==> src/rtl/sus_pkg.sv <==
package sus_pkg;

    typedef enum logic [2:0] {
        PH_DEAD = 3'd0,
        PH_RISE = 3'd1,
        PH_HOLD = 3'd2,
        PH_FALL = 3'd3,
        PH_GND  = 3'd4
    } phase_e;

    typedef struct packed {
        logic rise;
        logic hold;
        logic fall;
        logic gnd;
    } gate_s;

    localparam int NSIDES = 2;

    function automatic phase_e following(input phase_e p);
        case (p)
            PH_RISE: return PH_HOLD;
            PH_HOLD: return PH_FALL;
            PH_FALL: return PH_GND;
            default: return PH_RISE;
        endcase
    endfunction

endpackage

==> src/rtl/sus_phase_timer.sv <==
module sus_phase_timer #(
    parameter int W = 4
) (
    input  logic         clk,
    input  logic         rst,
    input  logic         load,
    input  logic [W-1:0] load_val,
    output logic         expired
);
    logic [W-1:0] cnt;

    always_ff @(posedge clk) begin
        if (rst)
            cnt <= '0;
        else if (load)
            cnt <= load_val;
        else if (cnt != '0)
            cnt <= cnt - 1'b1;
    end

    assign expired = (cnt == '0);
endmodule

==> src/rtl/sus_gate_decode.sv <==
module sus_gate_decode
    import sus_pkg::*;
(
    input  logic   busy,
    input  logic   active,
    input  phase_e phase,
    output gate_s  gates
);
    always_comb begin
        gates = '{rise: 1'b0, hold: 1'b0, fall: 1'b0, gnd: 1'b0};
        if (!busy || !active) begin
            gates.gnd = 1'b1;
        end else begin
            case (phase)
                PH_RISE: gates.rise = 1'b1;
                PH_HOLD: gates.hold = 1'b1;
                PH_FALL: gates.fall = 1'b1;
                PH_GND:  gates.gnd  = 1'b1;
                default: ;
            endcase
        end
    end
endmodule

==> src/rtl/sustain_seq.sv <==
module sustain_seq
    import sus_pkg::*;
#(
    parameter int DUR_W = 4,
    parameter int CNT_W = 4
) (
    input  logic             clk,
    input  logic             rst,
    input  logic             start,
    input  logic [CNT_W-1:0] pair_count,
    input  logic [DUR_W-1:0] rise_len,
    input  logic [DUR_W-1:0] hold_len,
    input  logic [DUR_W-1:0] fall_len,
    input  logic [DUR_W-1:0] gnd_len,
    input  logic [DUR_W-1:0] dead_len,
    output logic             y_rise,
    output logic             y_hold,
    output logic             y_fall,
    output logic             y_gnd,
    output logic             x_rise,
    output logic             x_hold,
    output logic             x_fall,
    output logic             x_gnd,
    output logic             path_main_en,
    output logic             path_scan_en,
    output logic             busy,
    output logic             done
);
    localparam logic [CNT_W-1:0] ONE_PAIR = CNT_W'(1);

    // Reload value for a segment: length minus one, zero treated as one
    function automatic logic [DUR_W-1:0] reload(input logic [DUR_W-1:0] v);
        return (v == '0) ? '0 : v - 1'b1;
    endfunction

    logic             side_x, side_x_n;
    logic             busy_n, done_n;
    phase_e           phase, phase_n, upcoming, upcoming_n;
    logic [CNT_W-1:0] pairs_left, pairs_n;
    logic [DUR_W-1:0] rise_m1, hold_m1, fall_m1, gnd_m1, dead_m1;
    logic             accept, expired, ld;
    logic [DUR_W-1:0] ld_val;
    gate_s            gates [NSIDES];

    assign accept = !busy && start && (pair_count != '0);

    sus_phase_timer #(.W(DUR_W)) u_timer (
        .clk      (clk),
        .rst      (rst),
        .load     (ld),
        .load_val (ld_val),
        .expired  (expired)
    );

    always_comb begin
        side_x_n   = side_x;
        busy_n     = busy;
        done_n     = done;
        phase_n    = phase;
        upcoming_n = upcoming;
        pairs_n    = pairs_left;
        ld         = 1'b0;
        ld_val     = dead_m1;
        if (accept) begin
            busy_n     = 1'b1;
            done_n     = 1'b0;
            side_x_n   = 1'b0;
            phase_n    = PH_DEAD;
            upcoming_n = PH_RISE;
            pairs_n    = pair_count;
            ld         = 1'b1;
            ld_val     = reload(dead_len);
        end else if (busy && expired) begin
            case (phase)
                PH_DEAD: begin
                    phase_n = upcoming;
                    ld      = 1'b1;
                    case (upcoming)
                        PH_RISE: ld_val = rise_m1;
                        PH_HOLD: ld_val = hold_m1;
                        PH_FALL: ld_val = fall_m1;
                        default: ld_val = gnd_m1;
                    endcase
                end
                PH_GND: begin
                    if (!side_x) begin
                        side_x_n   = 1'b1;
                        phase_n    = PH_DEAD;
                        upcoming_n = PH_RISE;
                        ld         = 1'b1;
                    end else if (pairs_left == ONE_PAIR) begin
                        busy_n = 1'b0;
                        done_n = 1'b1;
                    end else begin
                        pairs_n    = pairs_left - 1'b1;
                        side_x_n   = 1'b0;
                        phase_n    = PH_DEAD;
                        upcoming_n = PH_RISE;
                        ld         = 1'b1;
                    end
                end
                default: begin
                    phase_n    = PH_DEAD;
                    upcoming_n = following(phase);
                    ld         = 1'b1;
                end
            endcase
        end
    end

    always_ff @(posedge clk) begin
        if (rst) begin
            side_x     <= 1'b0;
            busy       <= 1'b0;
            done       <= 1'b0;
            phase      <= PH_GND;
            upcoming   <= PH_RISE;
            pairs_left <= '0;
            rise_m1    <= '0;
            hold_m1    <= '0;
            fall_m1    <= '0;
            gnd_m1     <= '0;
            dead_m1    <= '0;
        end else begin
            side_x     <= side_x_n;
            busy       <= busy_n;
            done       <= done_n;
            phase      <= phase_n;
            upcoming   <= upcoming_n;
            pairs_left <= pairs_n;
            if (accept) begin
                rise_m1 <= reload(rise_len);
                hold_m1 <= reload(hold_len);
                fall_m1 <= reload(fall_len);
                gnd_m1  <= reload(gnd_len);
                dead_m1 <= reload(dead_len);
            end
        end
    end

    // Side 0 is Y, side 1 is X
    for (genvar s = 0; s < NSIDES; s++) begin : g_side
        sus_gate_decode u_dec (
            .busy   (busy),
            .active (side_x == 1'(s)),
            .phase  (phase),
            .gates  (gates[s])
        );
    end

    assign {y_rise, y_hold, y_fall, y_gnd} = gates[0];
    assign {x_rise, x_hold, x_fall, x_gnd} = gates[1];
    assign path_main_en = busy;
    assign path_scan_en = busy;
endmodule

==> config.mk <==
export PLATFORM = sky130hd
export DESIGN_NAME = sustain_seq
export DESIGN_NICKNAME = d
export VERILOG_FILES = /design/src/rtl/sus_pkg.sv /design/src/rtl/sus_phase_timer.sv /design/src/rtl/sus_gate_decode.sv /design/src/rtl/sustain_seq.sv
export SDC_FILE = /design/constraint.sdc
export NUM_CORES = 1
export LEC_CHECK = 0
export BUFFER_PORTS_ARGS = -buffer_cell sky130_fd_sc_hd__buf_2
export CELL_PAD_IN_SITES_DETAIL_PLACEMENT = 1
export CELL_PAD_IN_SITES_GLOBAL_PLACEMENT = 2
export CORE_MARGIN = 5
export CORE_UTILIZATION = 30
export CTS_CLUSTER_DIAMETER = 50
export DETAILED_ROUTE_END_ITERATION = 10
export PLACE_DENSITY = 0.8
export SLEW_MARGIN = 20
export SYNTH_ARGS = -nofsm -noshare
export SYNTH_HDL_FRONTEND = slang
export SYNTH_SLANG_ARGS = --single-unit
export TNS_END_PERCENT = 30
==> constraint.sdc <==
create_clock -name clk -period 1.7 [get_ports clk]
set_clock_uncertainty 0.05 [all_clocks]
set_input_delay 0.17 -clock clk [delete_from_list [all_inputs] [get_ports clk]]
set_output_delay 0.17 -clock clk [all_outputs]
set_load 0.005 [all_outputs]
# Word-level counts from Yosys, hierarchy flattened

Index checks and enable logic that the tools add are counted.

Memory bits (writable): 0
Latch bits: 0
Logic and storage cells: 106
Bits in read-only memories: 0
Flip-flop bits (word level): 37
Memories kept: 0
Input bits: 27
Output and inout bits: 12

Reductions and logical operators: 29
Bitwise operators: 1
Multiply operators: 0
Multiplexer cells: 45
Add/sub/neg operators: 7
Magnitude comparators: 0
Shifts and indexed selects: 0
Eq/ne operators: 11
Div/mod/pow operators: 0

Operators by type and width:

| operator                                                            | count |
|---|---|
| 4-bit two-way mux                                                   | 15 |
| 4-bit by 1-bit subtractor with 4-bit output (second input constant) | 7 |
| 4-bit zero test                                                     | 6 |
| 3-bit two-way mux                                                   | 8 |
| 1-bit two-way mux                                                   | 18 |
| 3-bit by 2-bit == test with 1-bit output (second input constant)    | 4 |
| 3-bit one-hot mux with 2 select lines                               | 2 |
| 4-bit one-hot mux with 3 select lines                               | 1 |
| 4-bit AND reduction                                                 | 3 |
| 2-bit nonzero test                                                  | 5 |
| 3-bit one-hot mux with 3 select lines                               | 1 |
| 4-bit nonzero test                                                  | 2 |
| 3-bit by 1-bit == test with 1-bit output (second input constant)    | 2 |
| 2-bit AND reduction                                                 | 3 |
| 4-bit by 1-bit == test with 1-bit output (second input constant)    | 1 |
| 4-bit != test (second input constant)                               | 1 |
| 3-bit == test (second input constant)                               | 1 |
| 1-bit logical AND                                                   | 3 |
| 3-bit zero test                                                     | 1 |
| 3-bit != test (second input constant)                               | 1 |
| 3-bit AND reduction                                                 | 1 |
| 1-bit zero test                                                     | 2 |
| 1-bit logical OR                                                    | 2 |
| 2-bit != test (second input constant)                               | 1 |
| other kinds (2)                                                     | 2 |

# Longest topological paths before layout

Word-level depth: 7
Gate-level depth with buffers: 7
Depth with buffers taken out: 6

# Modules after synthesis

Synthesis repeated with hierarchy kept, for this count alone.

Cell total of the unflattened synthesis: 252
Area, all modules: 2100.8 um2

By module, submodules not included:

| module          | times used | area an instance (um2) | cells an instance | seq. area each (um2) |
|---|---|---|---|---|
| sustain_seq     | 1          | 1774.2                 | 216               | 660.6 |
| sus_phase_timer | 1          | 229.0                  | 24                | 80.1 |
| sus_gate_decode | 2          | 48.8                   | 6                 | 0.0 |

# Worst setup path after synthesis

OpenSTA, ideal clock, no wires.

Kind: reg-to-reg
Start: register pairs_left[1]
End: register u_timer.cnt[3]
Library setup time: 137 ps
Period minus slack after synthesis: 1703 ps
Buffers on the path: 1
Stages on the path, launching flop included: 8
Data arrival time: 1516 ps
Setup slack: -3 ps
Required time: 1513 ps
Cell sequence: dfxtp_1 -> inv_1 -> ha_1 -> or3b_1 -> buf_2 -> o21a_1 -> a2111oi_2 -> a311oi_2

Word-level cells in the longest chain between the ends: 7
Elaborated cells on any way between the ends: 8
Classes of those cells: eq/ne (1); mux (6); reduce/logical (1)

Ends and longest elaborated chain:

| what                                                    | RTL line              | RTL |
|---|---|---|
| start, declared                                         | sustain_seq.sv:39     | `logic [CNT_W-1:0] pairs_left, pairs_n;` |
| start signal, assigned                                  | sustain_seq.sv:130    | `pairs_left <= pairs_n;` |
| 4-bit by 1-bit == test with 1-bit output (*)            | sustain_seq.sv:91     | `end else if (pairs_left == ONE_PAIR) begin` |
| 1-bit two-way mux (*)                                   | sustain_seq.sv:91     |  |
| 1-bit two-way mux (*)                                   | sustain_seq.sv:86     | `if (!side_x) begin` |
| 1-bit two-way mux (*)                                   | sustain_seq.sv:74     | `case (phase)` |
| 1-bit two-way mux (*)                                   | sustain_seq.sv:73     | `end else if (busy && expired) begin` |
| 1-bit two-way mux (*)                                   | sustain_seq.sv:64     | `if (accept) begin` |
| 4-bit two-way mux or 2-bit nonzero test (tied branches) | n/a                   |  |
| end signal, assigned                                    | sus_phase_timer.sv:16 | `cnt <= load_val;` |
| end signal, assigned                                    | sus_phase_timer.sv:18 | `cnt <= cnt - 1'b1;` |
| end, declared                                           | sus_phase_timer.sv:10 | `logic [W-1:0] cnt;` |

Mark *: on every way between the ends. The rest lies on a longest branch, timed or not.
A chain may end at the register's enable or synchronous reset.

# Worst setup path after layout

Same ends and word-level chain as after synthesis.

==> impl_metrics.yaml <==
sta:
  whs_ns: 0.108
  timing.fmax_mhz: 599
  fin_crit_sh_pct: 98.2
  min_period_ns: 1.67
  hold_viol_final: 0
  maxSlewViolCount: 0
  final-setup-viol-count: 0
  worst-slew-pin-transition_ns: 0.416
  rsz0062_at_grt: "true"
  finalWorstSetupSlack_ns: 0.0307
  relSlewSlack_pct: 71.9
layout:
  syn2layout_area_growth_pct: 30.2
  final_area_sq_um: 2840
  layout.nets: 346
  antenna_cells: 0
  drive_gt1_share_pct: 34.9
  utilization_pct: 39.5
synthesis:
  synth-seq-area-share_pct: 34.0
  syn_inst: 259
  synth_flop_cell: "dfxtp_1"
  synth_top_area_cell: "dfxtp_1"
  synth_top_family_by_area: "simple AND/OR/NAND/NOR gates"
  synth_most_common_cell: "nor2_1"
  synth_top_area_share_pct: 34.0
  synth_xor_area_share_pct: 2.81
  synth_edf_count: 0
  synth_seq_cells: 37
  synth-simple-area-share_pct: 29.5
  yosys-top-cells-count: "nor2_1, dfxtp_1, a21oi_1"
  synth.avg_cell_area_sq_um: 8.41
  synth_compound_area_share_pct: 21.9
  syn_area_sq_um: 2180
  synth-async-reset-ratio_pct: 0
  synth_area_leaders: "dfxtp_1, nor2_1, a21oi_1"
  synth_fp_nets: 290
  synth.area.mux_share_pct: 3.68
  yosysWarnings: 0
  yosysUniqueCellTypes: 56
  synthAdderAreaFrac_pct: 2.30
drt:
  drt_first_pass_iters: 4
  drc: 0
  detail-route-antenna-nets: 0
  routedWlPerCell_um: 14.6
  totalWireLength_um: 6050
  drtIter0Drc: 55
  viasPerCell: 5.04
  via_count: 2087
setup_path:
  crit_fanout: 5
  arrival_ns: 1.83
  crit_type: "flip-flop to flip-flop"
  r2r-start: "pairs_left[1]"
  critPathLaunch: "pairs_left[1]"
  start_kind: "flip-flop"
  required_ns: 1.86
  crit_path_end_kind: "flip-flop"
floorplanning:
  fp.dieArea_sq_um: 9060
  num_rows: 31
  fp.dieW_um: 95.2
  ios: 39
  die_height_um: 95.2
  start_util_pct: 30.4
  coreArea_sq_um: 7180
flow_run:
  maxCapViolCount: 0
grt:
  grt_use_total_pct: 14.2
  grtUsageMet1_pct: 16.5
  grt_first_pass_wirelength_um: 9900
  antenna_found_initial: 0
  grt.overflow.total: 0
  busiest_layer: "met2"
  grt_max_degree: 20
  grt_pass1_vias: 2047
  use_met2_pct: 25.4
  use_met3_pct: 3.08
worst_hold_path:
  hold_path_class: "primary input to flip-flop"
  worstHoldStart: "pair_count[1]"
clocking:
  cts_root_buf: "clkbuf_8"
  clock-sinks: 37
  insertion_delay_ns: 0.29
  cts_tree: "built"
  clk_transition_reported_paths_ns: 0.08
  cts.path.max_buffers: 2
  hold_buffers: 0
  cts_made_buffers: 5
  cts_htree_levels: 2
pwr:
  swShare_pct: 30.8
  power.total_mw: 2.54
  power_frac_seq_pct: 39.8
  power_frac_clock_pct: 29.3
  power.internal_mw: 1.76
  p_leak_nw: 1.07
  combPwrFrac_pct: 30.9
  powerDensity_nw_per_um2: 896
  p_sw_mw: 0.782
  ir_drop_mv: 0.261
place:
  place_area_sq_um: 2600
  dp_hpwl_um: 4670
  portBuffers: 38
  dp_slack_ns: -0.0507
  place_congestion: 0.811
run_status:
  status: "completed"
-- final cells by class --
type                       instances  area, sq um
fill                             893         4340
multi-input combinational        199         1420
sequential                        37          746
timing repair buffer              65          413
tap                               99          124
clock buffer                       5         68.8
clock inverter                     2         35.0
inverter                           7         26.3
-- cell families after synthesis --
group,count (synthesis)
adder cells (fa/ha/maj),4
multiplexers,8
flip-flops,37
buffers and inverters,23
AND/OR/NAND/NOR,116
XOR/XNOR,7
AO/OA/AOI/OAI,64
-- critical path, stage by stage, from the launching register on --
cell	delay, ns
dfxtp_2	0.33
inv_2	0.07
ha_4	0.11
or3b_4	0.41
o21ai_4	0.22
o21ai_1	0.12
a311oi_2	0.27
-- layer usage --
| layer | part of all wire, % | routed length (um) | vias up |
|---|---|---|---|
| li1 | - | - | 1071 |
| met1 | 45 | 2700 | 973 |
| met2 | 51 | 3070 | 37 |
| met3 | 3.2 | 193 | 6 |
| met4 | 1.5 | 88 | 0 |
| met5 | 0 | 0 | - |
-- power groups by stage --
stage | combinational [mW] | sequential (mW) | clock [mW]
2_1_floorplan | 0.473 | 1.00 | 0
3_3_place_gp | 0.680 | 1.02 | 0
3_5_place_dp | 0.696 | 1.02 | 0
4_1_cts | 0.716 | 1.01 | 0.771
5_1_grt | 0.864 | 1.02 | 0.798
6_report | 0.786 | 1.01 | 0.743
-- layout by cell type (no fill, tap or decap), drive strengths merged, types with 3 or more instances in the layout --
cell type,netlist,layout
a211oi,5,5
a21oi,20,20
a22oi,3,3
a311oi,7,7
buf,9,65
clkbuf,7,5
dfxtp,37,37
ha,4,4
inv,7,7
mux2i,8,8
nand2,19,19
nand2b,4,4
nand3,3,3
nor2,40,40
nor3,15,15
nor3b,4,4
nor4,4,4
o21ai,10,10
o221ai,4,4
o311ai,4,4
or3,7,7
or3b,4,4
or4b,4,4
xor2,5,5
-- sequential cells by signal (all words and copies together) (netlist names), 4 cells and up --
register,flops
dead_m1,4
fall_m1,4
gnd_m1,4
hold_m1,4
pairs_left,4
rise_m1,4
u_timer.cnt,4
-- through the flow --
step | TNS, ns | std cells
after floorplan | 0 | 259
after global placement | 0 | 403
after detailed placement | -0.154 | 403
after CTS | -0.0597 | 411
after global routing | -0.0939 | 414
final | 0 | 414
-- timing repair --
action,in CTS,in global routing
gates resized for setup,6,19
endpoints found under the setup margin,9,19
buffers inserted,1,3
pin swaps,1,13
hold endpoints to repair,0,0
-- worst paths after layout --
path	endpoint	slack, ns	cells past startpoint
setup / recovery	u_timer.cnt[3]	0.03	6
setup reg to reg	u_timer.cnt[3]	0.03	6
hold reg to reg	fall_m1[0]	0.40	2
hold / removal	pairs_left[1]	0.11	2
No activity file was read; power rests on OpenSTA's default activity.
